File: src/rtl/wdt_pkg.sv
package wdt_pkg;
  localparam int CNT_W    = 16;
  localparam int PRE_W    = 8;
  localparam int SEL_W    = 2;
  localparam int DIV_LOG0 = 4;
  localparam int DV_W     = DIV_LOG0 + (1 << SEL_W) - 1;
  localparam int ADDR_W   = 4;

  // control field positions
  localparam int B_RSTEN  = 0;
  localparam int B_IRQEN  = 2;
  localparam int B_SEL    = 3;
  localparam int B_RUN    = 5;
  localparam int B_PRE    = 8;
  localparam int CTRL_W   = B_PRE + PRE_W;
  localparam int DATA_W   = (CTRL_W > CNT_W) ? CTRL_W : CNT_W;

  localparam logic [ADDR_W-1:0] OFF_CTRL = 4'h0;
  localparam logic [ADDR_W-1:0] OFF_RELD = 4'h4;
  localparam logic [ADDR_W-1:0] OFF_CNT  = 4'h8;
  localparam logic [ADDR_W-1:0] OFF_CLR  = 4'hC;

  function automatic logic [CTRL_W-1:0] ctrlMask();
    logic [CTRL_W-1:0] m;
    m = '0;
    m[B_RSTEN] = 1'b1;
    m[B_IRQEN] = 1'b1;
    m[B_RUN]   = 1'b1;
    for (int i = 0; i < SEL_W; i++) m[B_SEL+i] = 1'b1;
    for (int i = 0; i < PRE_W; i++) m[B_PRE+i] = 1'b1;
    return m;
  endfunction

  typedef struct packed {
    logic             run;
    logic             irqEn;
    logic             rstEn;
    logic [SEL_W-1:0] divSel;
    logic [PRE_W-1:0] presc;
    logic [CNT_W-1:0] reload;
    logic             loadCnt;
    logic [CNT_W-1:0] loadVal;
    logic             clrIrq;
  } wdt_ctl_t;
endpackage

File: src/rtl/wdt_ctrl.sv
module wdt_ctrl
  import wdt_pkg::*;
(
  input  logic              clk,
  input  logic              rstN,
  input  logic              wrEn,
  input  logic              rdEn,
  input  logic [ADDR_W-1:0] addr,
  input  logic [DATA_W-1:0] wrData,
  output logic [DATA_W-1:0] rdData,
  input  logic [CNT_W-1:0]  cntVal,
  output wdt_ctl_t          ctl
);
  localparam logic [CTRL_W-1:0] CTRL_MASK = ctrlMask();

  logic [CTRL_W-1:0] ctrlQ;
  logic [CNT_W-1:0]  reloadQ;

  wire wrCtrl = wrEn && (addr == OFF_CTRL);
  wire wrReld = wrEn && (addr == OFF_RELD);

  always_ff @(posedge clk or negedge rstN) begin
    if (!rstN) begin
      ctrlQ   <= '0;
      reloadQ <= '1;
    end else begin
      if (wrCtrl) ctrlQ   <= wrData[CTRL_W-1:0] & CTRL_MASK;
      if (wrReld) reloadQ <= wrData[CNT_W-1:0];
    end
  end

  always_comb begin
    ctl.run     = ctrlQ[B_RUN];
    ctl.irqEn   = ctrlQ[B_IRQEN];
    ctl.rstEn   = ctrlQ[B_RSTEN];
    ctl.divSel  = ctrlQ[B_SEL +: SEL_W];
    ctl.presc   = ctrlQ[B_PRE +: PRE_W];
    ctl.reload  = reloadQ;
    ctl.loadCnt = wrEn && (addr == OFF_CNT);
    ctl.loadVal = wrData[CNT_W-1:0];
    ctl.clrIrq  = wrEn && (addr == OFF_CLR);
  end

  always_comb begin
    rdData = '0;
    if (rdEn) begin
      unique case (addr)
        OFF_CTRL: rdData = DATA_W'(ctrlQ);
        OFF_RELD: rdData = DATA_W'(reloadQ);
        OFF_CNT:  rdData = DATA_W'(cntVal);
        default:  rdData = '0;
      endcase
    end
  end

  // control changes only through a write to its own offset
  p_ctrl_hold_r2: assert property (@(posedge clk) disable iff (!rstN)
    !wrCtrl |=> $stable(ctrlQ));
endmodule

File: src/rtl/wdt_datapath.sv
module wdt_datapath
  import wdt_pkg::*;
(
  input  logic             clk,
  input  logic             rstN,
  input  wdt_ctl_t         ctl,
  output logic [CNT_W-1:0] count,
  output logic             irqPend,
  output logic             rstReq
);
  logic [PRE_W-1:0] psCnt;
  logic [DV_W-1:0]  dvCnt;
  logic [DV_W-1:0]  dvLimit;
  logic             preTick, tick, expire;

  always_comb begin
    dvLimit = '0;
    for (int i = 0; i < DV_W; i++)
      if (i < DIV_LOG0 + int'(ctl.divSel)) dvLimit[i] = 1'b1;
  end

  assign preTick = ctl.run && (psCnt >= ctl.presc);
  assign tick    = preTick && (dvCnt >= dvLimit);
  assign expire  = tick && (count == '0) && !ctl.loadCnt;

  always_ff @(posedge clk or negedge rstN) begin
    if (!rstN) begin
      psCnt   <= '0;
      dvCnt   <= '0;
      count   <= '1;
      irqPend <= 1'b0;
      rstReq  <= 1'b0;
    end else begin
      if (!ctl.run || preTick) psCnt <= '0;
      else                     psCnt <= psCnt + 1'b1;

      if (!ctl.run || tick) dvCnt <= '0;
      else if (preTick)     dvCnt <= dvCnt + 1'b1;

      if (ctl.loadCnt)  count <= ctl.loadVal;
      else if (tick)    count <= (count == '0) ? ctl.reload : count - 1'b1;

      if (expire && ctl.irqEn) irqPend <= 1'b1;
      else if (ctl.clrIrq)     irqPend <= 1'b0;

      rstReq <= expire && ctl.rstEn;
    end
  end

  p_step_r3: assert property (@(posedge clk) disable iff (!rstN)
    (tick && !ctl.loadCnt && count != '0) |=> count == $past(count) - 1'b1);
  p_reload_r4: assert property (@(posedge clk) disable iff (!rstN)
    expire |=> count == $past(ctl.reload));
  p_clear_r5: assert property (@(posedge clk) disable iff (!rstN)
    (ctl.clrIrq && !tick) |=> !irqPend);
  p_pulse_one_r6: assert property (@(posedge clk) disable iff (!rstN)
    rstReq |=> !rstReq);
  p_hold_r7: assert property (@(posedge clk) disable iff (!rstN)
    (!ctl.run && !ctl.loadCnt) |=> $stable(count));
  p_quiet_r7: assert property (@(posedge clk) disable iff (!rstN)
    (!ctl.run || !ctl.rstEn) |=> !rstReq);
  p_refresh_r8: assert property (@(posedge clk) disable iff (!rstN)
    ctl.loadCnt |=> count == $past(ctl.loadVal));
endmodule

File: src/rtl/prescaled_wdt.sv
module prescaled_wdt
  import wdt_pkg::*;
(
  input  logic              clk,
  input  logic              rstN,
  input  logic              wrEn,
  input  logic              rdEn,
  input  logic [ADDR_W-1:0] addr,
  input  logic [DATA_W-1:0] wrData,
  output logic [DATA_W-1:0] rdData,
  output logic              irqOut,
  output logic              rstReq
);
  wdt_ctl_t         ctl;
  logic [CNT_W-1:0] cntVal;

  wdt_ctrl u_ctrl (
    .clk(clk), .rstN(rstN), .wrEn(wrEn), .rdEn(rdEn), .addr(addr),
    .wrData(wrData), .rdData(rdData), .cntVal(cntVal), .ctl(ctl)
  );

  wdt_datapath u_dp (
    .clk(clk), .rstN(rstN), .ctl(ctl), .count(cntVal),
    .irqPend(irqOut), .rstReq(rstReq)
  );
endmodule

File: config.mk
export PLATFORM = sky130hd
export DESIGN_NAME = prescaled_wdt
export DESIGN_NICKNAME = d
export VERILOG_FILES = /design/src/rtl/wdt_pkg.sv /design/src/rtl/wdt_ctrl.sv /design/src/rtl/wdt_datapath.sv /design/src/rtl/prescaled_wdt.sv
export SDC_FILE = /design/constraint.sdc
export NUM_CORES = 1
export LEC_CHECK = 0
export BUFFER_PORTS_ARGS = -buffer_cell sky130_fd_sc_hd__buf_4
export CORE_MARGIN = 1
export CORE_UTILIZATION = 45
export DETAILED_ROUTE_END_ITERATION = 8
export PLACE_DENSITY = 0.65
export SLEW_MARGIN = 20
export SYNTH_ARGS = -nofsm -noshare
export SYNTH_HDL_FRONTEND = slang
export SYNTH_SLANG_ARGS = --single-unit
File: constraint.sdc
create_clock -name clk -period 4.2 [get_ports clk]
set_input_delay 0.21 -clock clk [delete_from_list [all_inputs] [get_ports clk]]
set_output_delay 0.21 -clock clk [all_outputs]
set_load 0.02 [all_outputs]
# Word level (Yosys, flattened, before mapping)
# Cells that the tools add are included.
# Widths: inputs -> output; s select.
[classes] n_addsub=4 order_cmp=9 eq_ne=3 mux=17 n_reduce_logical=19
[op_table] op="$lt 4x32->1 const A" n=3
[op_table] op="$lt 3x32->1 const A" n=2
[op_table] op="$mux 16" n=4
[op_table] op="$pmux 16 s3" n=1
[op_table] op="$lt 2x32->1 const A" n=1
[op_table] op="$logic_not 16->1" n=1
[op_table] op="$sub 16x1->16 const B" n=1
[op_table] op="$mux 7" n=2
[op_table] op="$logic_and 1x1->1" n=10
[op_table] op="$mux 1" n=9
[op_table] op="$add 8x1->8 const B" n=1
[op_table] op="$eq 4x4->1 const B" n=2
[op_table] op="$ge 8x8->1" n=1
[op_table] op="$mux 8" n=1
[op_table] op="$add 7x1->7 const B" n=1
[op_table] op="$ge 7x7->1" n=1
[op_table] op="$reduce_bool 2->1" n=3
[op_table] op="$add 3x2->4 const A" n=1
[op_table] op="$eq 4x3->1 const B" n=1
[op_table] op="$logic_not 4->1" n=1
[op_table] op="$lt 1x4->1 const A" n=1
[op_table] op="$logic_not 1->1" n=2
[op_table] op="$logic_or 1x1->1" n=2
[totals] regBits=62 inputBits=24 output_inout_bits=18 word_cells=59

# Logic depth before layout (Yosys ltp)
# Gate-level depths: netlist of the first run.
[depth] ltp_word=9 depth_mapped=9

# Cells and area by module
# A second synthesis of the first run with hierarchy kept.
[unflattened] hier_cells=415 area_unflattened_um2=4167.7
[by_module_without_submodules] mod="wdt_datapath" instances=1 cells_each=278 area_each_um2=2483.6 seq_area_each_um2=845.8
[by_module_without_submodules] mod="wdt_ctrl" instances=1 cells_each=137 area_each_um2=1684.1 seq_area_each_um2=745.7

# Worst setup path before layout of the first run
# No wires, ideal clock.
[synth_timing] kind="flip-flop to flip-flop" startpoint="register u_ctrl.ctrlQ[14]" endpoint="register u_dp.count[10]" setup_ps=82 arrival_time_ps=2119 required_time_ps=4118 slack_ps=1999 stages_incl_launch_ff=8 period_less_slack_ps=2201 path_cell_list="dfrtp_1 inv_1 ha_1 and3_1 a221oi_1 a21oi_1 a21oi_1 mux2_2"
[synth_between] elab_chain_cells=4
[synth_lines] element="from (decl)" line_no="wdt_ctrl.sv:16" text="logic [CTRL_W-1:0] ctrlQ;"
[synth_lines] element="from (signal assigned)" line_no="wdt_ctrl.sv:27" text="if (wrCtrl) ctrlQ <= wrData[CTRL_W-1:0] & CTRL_MASK;"
[synth_lines] element="$ge 8x8->1" line_no="wdt_datapath.sv:22" text="assign preTick = ctl.run && (psCnt >= ctl.presc);"
[synth_lines] element="$logic_and 1x1->1" line_no="wdt_datapath.sv:22"
[synth_lines] element="$logic_and 1x1->1" line_no="wdt_datapath.sv:23" text="assign tick = preTick && (dvCnt >= dvLimit);"
[synth_lines] element="$reduce_bool 2->1 (no source line)"
[synth_lines] element="to (signal assigned)" line_no="wdt_datapath.sv:40" text="if (ctl.loadCnt) count <= ctl.loadVal;"
[synth_lines] element="to (signal assigned)" line_no="wdt_datapath.sv:41" text="else if (tick) count <= (count == '0) ? ctl.reload : count - 1'b1;"
[synth_lines] element="to (decl)" line_no="wdt_datapath.sv:7" text="output logic [CNT_W-1:0] count,"
# Every way passes these cells.
# A chain may end at the register's enable or synchronous reset.

# Worst setup path in the final report of the first run
[layout_timing] startpoint="register u_ctrl.ctrlQ[14]" endpoint="register u_dp.count[9]"
# The elaborated chain is that of the path after synthesis.

==> results of run 1 <==
[sequential cells by signal, indices dropped and copies added (netlist names)]
register and count:
u_ctrl.ctrlQ 13, u_ctrl.reloadQ 16, u_dp.count 16, u_dp.dvCnt 7, u_dp.irqPend 1, u_dp.psCnt 8, u_dp.rstReq 1
[power by group through the flow]
stage	Clock, mW	Combinational, mW	Sequential, mW
finish	0.621	0.420	0.893
global route	0.662	0.470	0.910
CTS	0.627	0.421	0.890
detailed placement	0	0.416	0.900
global placement	0	0.406	0.897
floorplan	0	0.330	0.844
[layer usage]
metal  up-vias  share of wire (%)
li1       1497                  -
met1      1556                 46
met2        89                 46
met3        20                5.1
met4         0                2.6
met5         -                  0
[worst max-delay path, stage by stage, from the launching register on]
cell	delay, ns
dfrtp_1	0.36
inv_1	0.05
ha_1	0.31
and3_1	0.21
a221oi_1	0.67
a21oi_1	0.24
a21oi_1	0.69
buf_4	0.28
a221o_1	0.15
[per-stage QoR]
step                power (mW)  cell area [sq um]
finish                    1.93               4440
global route              2.04               4440
CTS                       1.94               4440
detailed placement        1.32               4190
global placement          1.30               4190
floorplan                 1.17               3840
[final cells by class]
type,count,area (sq um)
flip-flops and latches,62,1590
well taps,105,131
fillers,758,3780
clock inverters,3,65.1
clock buffers,13,169
inverters,15,56.3
repair buffers,44,333
multi-input cells,296,2090
[kinds of logic (layout without fill, tap and decap cells)]
kind of cell	Yosys count	count (layout)	synth area share, %
compound gates	77	77	13.2
xor+xnor	16	16	3.65
fa+ha+maj	15	15	4.89
buf+inv	35	75	3.98
flops	62	62	41.5
mux	50	50	14.1
simple gates	138	138	18.7
[worst paths after layout]
path | from | to
max | u_ctrl.ctrlQ[14] | u_dp.count[9]
min | wrData[6] | u_dp.count[6]
max reg2reg | u_ctrl.ctrlQ[14] | u_dp.count[9]
min reg2reg | u_ctrl.ctrlQ[14] | u_ctrl.ctrlQ[14]
max in group asynchronous | rstN | u_dp.psCnt[2]
min in group asynchronous | rstN | u_dp.rstReq
[synthesized netlist by cell type (all sizes together) (9+ instances only)]
| cell type | n | share of area (%) |
|---|---|---|
| mux2 | 31 | 9.1 |
| buf | 9 | 1.4 |
| dfstp | 32 | 22 |
| inv | 15 | 1.5 |
| dfrtp | 30 | 20 |
| mux2i | 19 | 5.0 |
| o21ai | 9 | 1.2 |
| a221o | 10 | 2.6 |
| clkbuf | 11 | 1.1 |
| nor3 | 11 | 1.4 |
| nand3 | 14 | 2.0 |
| ha | 15 | 4.9 |
| nand2 | 19 | 1.9 |
| nor2 | 54 | 5.3 |
| a21oi | 33 | 4.3 |
==> metrics.md, run 1 <==
| Metric | Value |
|---|---|
| Int Power | `between 1 and 1.5 mW` |
| Setup Fix Bufs, Post-CTS | `0` |
| IO buf count | `41` |
| CTS buffer count | `9` |
| TritonCTS clock tree | `built` |
| Die Wd | `approximately 94 um` |
| Clk_skew | `about 0.011 ns` |
| Layout Cells excl Fill | `538` |
| Post-synth EDFFs | `0` |
| Cell Count Post-Placement | `roughly 520` |
| Die height | `about 94 um` |
| Worst r2r path cells | `8` |
| Leak | `1.93 nW` |
| # IOs | `42` |
| TritonRoute pass-1 iters | `4` |
| Final Hold Vio Count | `0` |
| Shortest period the worst path allows | `between 3 and 4 ns` |
| PD cells | `436 nW/um^2` |
| Area delta synth->final | `15.7%` |
| Final wirelength | `between 9 and 10 mm` |
| Vias | `3162` |
| First-pass GRT wire length | `between 15 and 20 mm` |
| Worst skew pair latency | `roughly 0.35 ns` |
| Slew @ Worst Pin | `roughly 0.94 ns` |
| Cell area after synthesis | `3840 sq um` |
| Fin crit share | `about 70%` |
| Total Routing Usage GR | `approximately 24%` |
| Met1 GRT Util | `around a third` |
| Reg-to-reg setup timing slack | `about 1.2 ns` |
| Largest net degree at the start of global routing | `63` |
| Clk slew on worst S/H paths | `0.07 ns` |
| Dpl hpwl | `just under 7 mm` |
| WL/cell | `between 15 and 20 um` |
| #FFs+latches synth | `between 60 and 70` |
| Gr busiest metal | `met2` |
| Num rows | `33` |
| Sw Share | `30.6%` |
| Critical path class | `reg -> reg` |
| WP data arrival | `3.30 ns` |
| Antenna Nets Post-Route | `0` |
| Clk buf depth | `2` |
| Crit path max fanout | `8` |
| Pins Over Slew Limit | `0` |
| Status | `complete, no violations` |
| Antenna cells | `0` |
| CP endpoint kind | `register` |
| Clock power share | `32.1%` |
| Share of cells above drive strength 1 | `between 20% and 30%` |
| RSZ-0062 raised after global routing | `no` |
| Post-Syn Nets | `432` |
| Synth cell types | `52` |
| Commonest non-fill, non-tap cells in the layout | `nor2_1, buf_4, a21oi_1, dfstp_2, mux2_2` |
| RD Place Congestion | `about 0.88` |
| Reg power frac | `between 40 and 50%` |
| # hold bufs at CTS | `1` |
| DR DRC count | `0` |
| Worst Setup Slack, final | `1.18 ns` |
| Clk sinks | `62` |
| Synth warn | `0` |
| Combinational fraction of design power | `21.7%` |
| Met2 Use GR | `between 30 and 40%` |
| Synth Flop Type | `dfstp_2` |
| Resized cells post-CTS | `0` |
| Finished Core Util | `between 50% and 60%` |
| Post-synth ARST share | `between 90% and 100%` |
| Iteration-0 DRC Markers | `about 120` |
| Startpoint types | `register` |
| Layout Nets | `between 400 and 500` |
| Critical path required time | `between 4 and 5 ns` |
| Root Buffer | `clkbuf_8` |
| Most common cell after layout, fill and taps aside | `nor2_1` |
| Setup TNS | `0 ns` |
| Pre-CTS WS | `approximately 1.3 ns` |
| Worst Hold Class | `in -> reg` |
| Met3 Usage GRT | `around 4.3%` |
| Register area share after synthesis | `roughly 41%` |
| Max-cap violations | `0` |
| Syn avg cell area | `9.76 sq um` |
| H-tree depth | `3` |
| Initial antenna violation count | `0` |
| Die area | `8900 sq um` |
| Hold Slack | `roughly 0.10 ns` |
| Gr ovfl total | `0` |
| Max Freq | `331 MHz` |
| Post-Synthesis Cells | `~390` |
| Switch Pwr | `roughly 0.6 mW` |
| Final setup fails | `0` |
| Rel. slew slack | `a little under two fifths` |
| Core Area | `between 8000 and 9000 sq um` |
| Vias/cell | `a little under 6` |
| Hold path cells | `2` |
| Starting Density | `between 40% and 50%` |
| Vias in the first global route | `3122` |
| Maximum vdd drop | `~170 uV` |
Note: power is estimated with default switching activity, not from simulation.
==> run 2, diff against run 1 <==
- ABC_AREA: not set -> 1
- PLACE_DENSITY: 0.65 -> 0.67
- clock period: 4.2 -> 2.6 ns (I/O delays scaled with it)
==> run 2 against run 1 <==
Net effect: register-to-register slack lost 0.54 ns; sequential share of layout area down 3.1 points; first-iteration DRC count increased by 100%; critical endpoint is now u_dp.irqPend; largest cell class unchanged.
==> metrics.md, run 2 <==
| Metric | Value |
|---|---|
| Synth warn | `0 (unchanged)` |
| IO buf count | `41 (unchanged)` |
| Most common cell after layout, fill and taps aside | `nand2_1` |
| Finished Core Util | `52.8% (-1.2 points)` |
| Tot Pwr | `3.58 mW (+85%)` |
| Critical path required time | `2.90 ns (-1.58 ns)` |
| CP endpoint kind | `register` |
| Post-synth EDFFs | `0 (unchanged)` |
| Cell taking the most area after synthesis | `dfstp_2` |
| TritonCTS clock tree | `built` |
| Fin crit share | `75.3% (+3.4 points)` |
| Post-Syn Nets | `650 (+50%)` |
| # IOs | `42 (unchanged)` |
| Most common cell in the synthesized netlist | `nand2_1` |
| Post-synth ARST share | `100% (unchanged)` |
| Rel. slew slack | `46.7% (+9.5 points)` |
| Shortest period the worst path allows | `1.96 ns (-1.06 ns)` |
| Startpoint types | `register` |
| WP data arrival | `2.25 ns (-1.05 ns)` |
| TritonRoute pass-1 iters | `5 (+1)` |
| Synth cell types | `38 (-27%)` |
| Fin area | `4850 sq um (+9.4%)` |
| Hold_sp | `wrData[2]` |
| Clk slew on worst S/H paths | `0.07 ns (about the same)` |
| Area delta synth->final | `14.3%` |
| Gr ovfl total | `0 (unchanged)` |
| Worst r2r path cells | `10 (+2)` |
| Total Routing Usage GR | `25.6% (+1.5 points)` |
| Vias in the first global route | `3885 (+24%)` |
| Worst skew pair latency | `0.36 ns (about the same)` |
| Antenna Nets Post-Route | `0 (unchanged)` |
| Worst Setup Slack, final | `0.643 ns (-0.539 ns)` |
| Post-Synthesis Cells | `611 (+55%)` |
| Clk_skew | `0.00892 ns (-0.00213 ns)` |
| Critical path's top delay family | `simple AND/OR/NAND/NOR gates` |
| Final Hold Vio Count | `0 (unchanged)` |
| Top cells by area, synth | `dfstp_2, dfrtp_1, nand2_1, inv_1, nand3_1` |
| Synth Flop Type | `dfstp_2` |
| RSZ-0062 raised after global routing | `no` |
| Area post-placement | `4620 sq um (+10%)` |
| Worst path max stage delay | `0.36 ns (-0.33 ns)` |
| Max Freq | `511 MHz (+54%)` |
| Register area share after synthesis | `37.5% (-4.0 points)` |
| Final setup fails | `0 (unchanged)` |
| PD cells | `737 nW/um^2 (+69%)` |
| Starting Density | `46.2% (-0.52 points)` |
| First-pass GRT wire length | `19.3 mm (+21%)` |
| Reg-to-reg startpoint | `u_ctrl.ctrlQ[15]` |
| CP max stage cell | `dfrtp_1` |
| Slew @ Worst Pin | `0.800 ns (-0.140 ns)` |
| Area share of the largest cell type after synthesis | `19.8% (-2.1 points)` |
| Reg-to-Reg End | `u_dp.irqPend` |
| Core Area | `9200 sq um (+12%)` |
| H-tree depth | `3 (unchanged)` |
| RD Place Congestion | `0.950 (+7.6%)` |
| Clk buf depth | `2 (unchanged)` |
| Syn avg cell area | `6.95 sq um (-29%)` |
| Vias | `4043 (+28%)` |
| Iteration-0 DRC Markers | `238 (+100%)` |
| DR DRC count | `0 (unchanged)` |
| Antenna cells | `0 (unchanged)` |
| Largest net degree at the start of global routing | `63 (unchanged)` |
| Num rows | `35 (+6.1%)` |
| Critical path cell sequence | `inv_1 > ha_1 > nand2_1 > nor2_1 > nand4_1 > nand3_4 > nand2_8 > nor2_8 > nand3_1 > nand2_1` |
| Layout Nets | `691 (+48%)` |
| Share of cells above drive strength 1 | `18.8% (-11 points)` |
| Die area | `9830 sq um (+10%)` |
| Initial antenna violation count | `0 (unchanged)` |
| CTS buffer count | `9 (unchanged)` |
| Cell area after synthesis | `4250 sq um (+11%)` |
| Reg-to-reg setup timing slack | `0.64 ns (-0.54 ns)` |
| Hold Slack | `0.00950 ns (-0.0941 ns)` |
| WHS Endpoint | `u_dp.count[2]` |
| Worst Hold Class | `in -> reg` |
| Leak | `2.59 nW (+34%)` |
| Status | `complete, no violations` |
| #FFs+latches synth | `62 (unchanged)` |
| Cell Count Post-Placement | `751 (+44%)` |
| Clk sinks | `62 (unchanged)` |
| Layout Cells excl Fill | `767 (+43%)` |
| Critical path class | `reg -> reg` |
| Crit path max fanout | `17 (+9)` |
| Commonest non-fill, non-tap cells in the layout | `nand2_1, inv_1, nor2_1, nand3_1, buf_4` |
| Root Buffer | `clkbuf_8` |
| Fillers | `914 (+21%)` |
| Largest regs | `u_ctrl.reloadQ: 16 flops, u_dp.count: 16 flops, u_ctrl.ctrlQ: 13 flops` |
| Vias/cell | `5.27 (-10%)` |
| Final wirelength | `11.6 mm (+16%)` |
| Dpl hpwl | `8.53 mm (+24%)` |
| Hold path cells | `3 (+1)` |
| Die Wd | `99.1 um (+5.1%)` |
| Maximum vdd drop | `364 uV (+120%)` |
| Pre-CTS WS | `0.693 ns (-0.625 ns)` |
| CP Buf/Inv Count | `1 (-1)` |
| Setup TNS | `0 ns (unchanged)` |
| Max-cap violations | `0 (unchanged)` |
| Most frequent cells after synthesis | `nand2_1, inv_1, nor2_1, nand3_1, o21ai_0` |
| Pins Over Slew Limit | `0 (unchanged)` |
| Die height | `99.1 um (+5.1%)` |
| Critical path's most frequent cell | `nand2_1` |
| WL/cell | `15.1 um (-19%)` |
==> run 2: cell types whose count changed in the layout (fill, tap and decap cells not counted), moves of 7 or more <==
cell and change:
a21oi_1 -24, and3_1 -7, o21ai_0 +34, nand4_1 +8
mux2_2 -30, a221o_1 -10, nor3_1 -10, nand3_1 +40
nor2_1 +7, mux2i_1 -19, nand2_1 +179, inv_1 +75
==> run 2: routing by layer <==
metal | up-vias | track usage (%) | wire length (um)
met4 | 0 | 10.1 | 221
met5 | - | 0 | 0
met1 | 1929 | 33.6 | 5450
li1 | 2003 | - | -
met3 | 19 | 4.22 | 467
met2 | 92 | 42.4 | 5420
==> run 2: cells by family (layout without fill, tap and decap cells) <==
kind of cell	after synthesis	count (layout)	share of synthesized area, %
flip-flops	62	62	37.5
adder cells (fa/ha/maj)	15	15	4.42
XOR/XNOR	9	9	1.86
buffers and inverters	110	155	10.7
multiplexers	1	1	0.265
AND/OR/NAND/NOR	349	349	36.7
AO/OA/AOI/OAI	65	65	8.55
==> run 2: worst max-delay path by stage <==
stage | startpoint | to | slack [ns] | cells after the start
after floorplan | u_ctrl.ctrlQ[3] | u_dp.count[9] | 0.94 | 13
after global placement | u_ctrl.ctrlQ[15] | u_dp.irqPend | 0.71 | 10
after detailed placement | u_dp.psCnt[7] | u_dp.irqPend | 0.69 | 9
after CTS | u_ctrl.ctrlQ[15] | u_dp.irqPend | 0.67 | 10
after global routing | u_ctrl.ctrlQ[15] | u_dp.irqPend | 0.53 | 10
final | u_ctrl.ctrlQ[15] | u_dp.irqPend | 0.64 | 10
==> run 2: final cells by class <==
cell class / instances / area (sq um) / share of cell area [%]
clock inverter: 4 / 70.1 / 1.44
inverter: 95 / 362 / 7.45
sequential: 62 / 1590 / 32.8
tap: 111 / 139 / 2.86
timing repair buffer: 45 / 340 / 7.01
multi-input combinational: 439 / 2200 / 45.3
clock buffer: 11 / 151 / 3.12
==> run 2: worst min-delay path: stages <==
cell and delay, ns:
buf_4 0.08, nand2_1 0.05, nand3_1 0.07
==> run 2: power by group <==
part	switching, mW	internal, mW
logic	0.768	0.399
registers	0.195	1.24
clock network	0.394	0.584
==> run 2: timing repair <==
| item | CTS | global route |
|---|---|---|
| hold endpoints to repair | 30 | 0 |
| setup buffers | 0 | 0 |
| hold buffers | 1 | 0 |
| gates resized for setup | 0 | 0 |
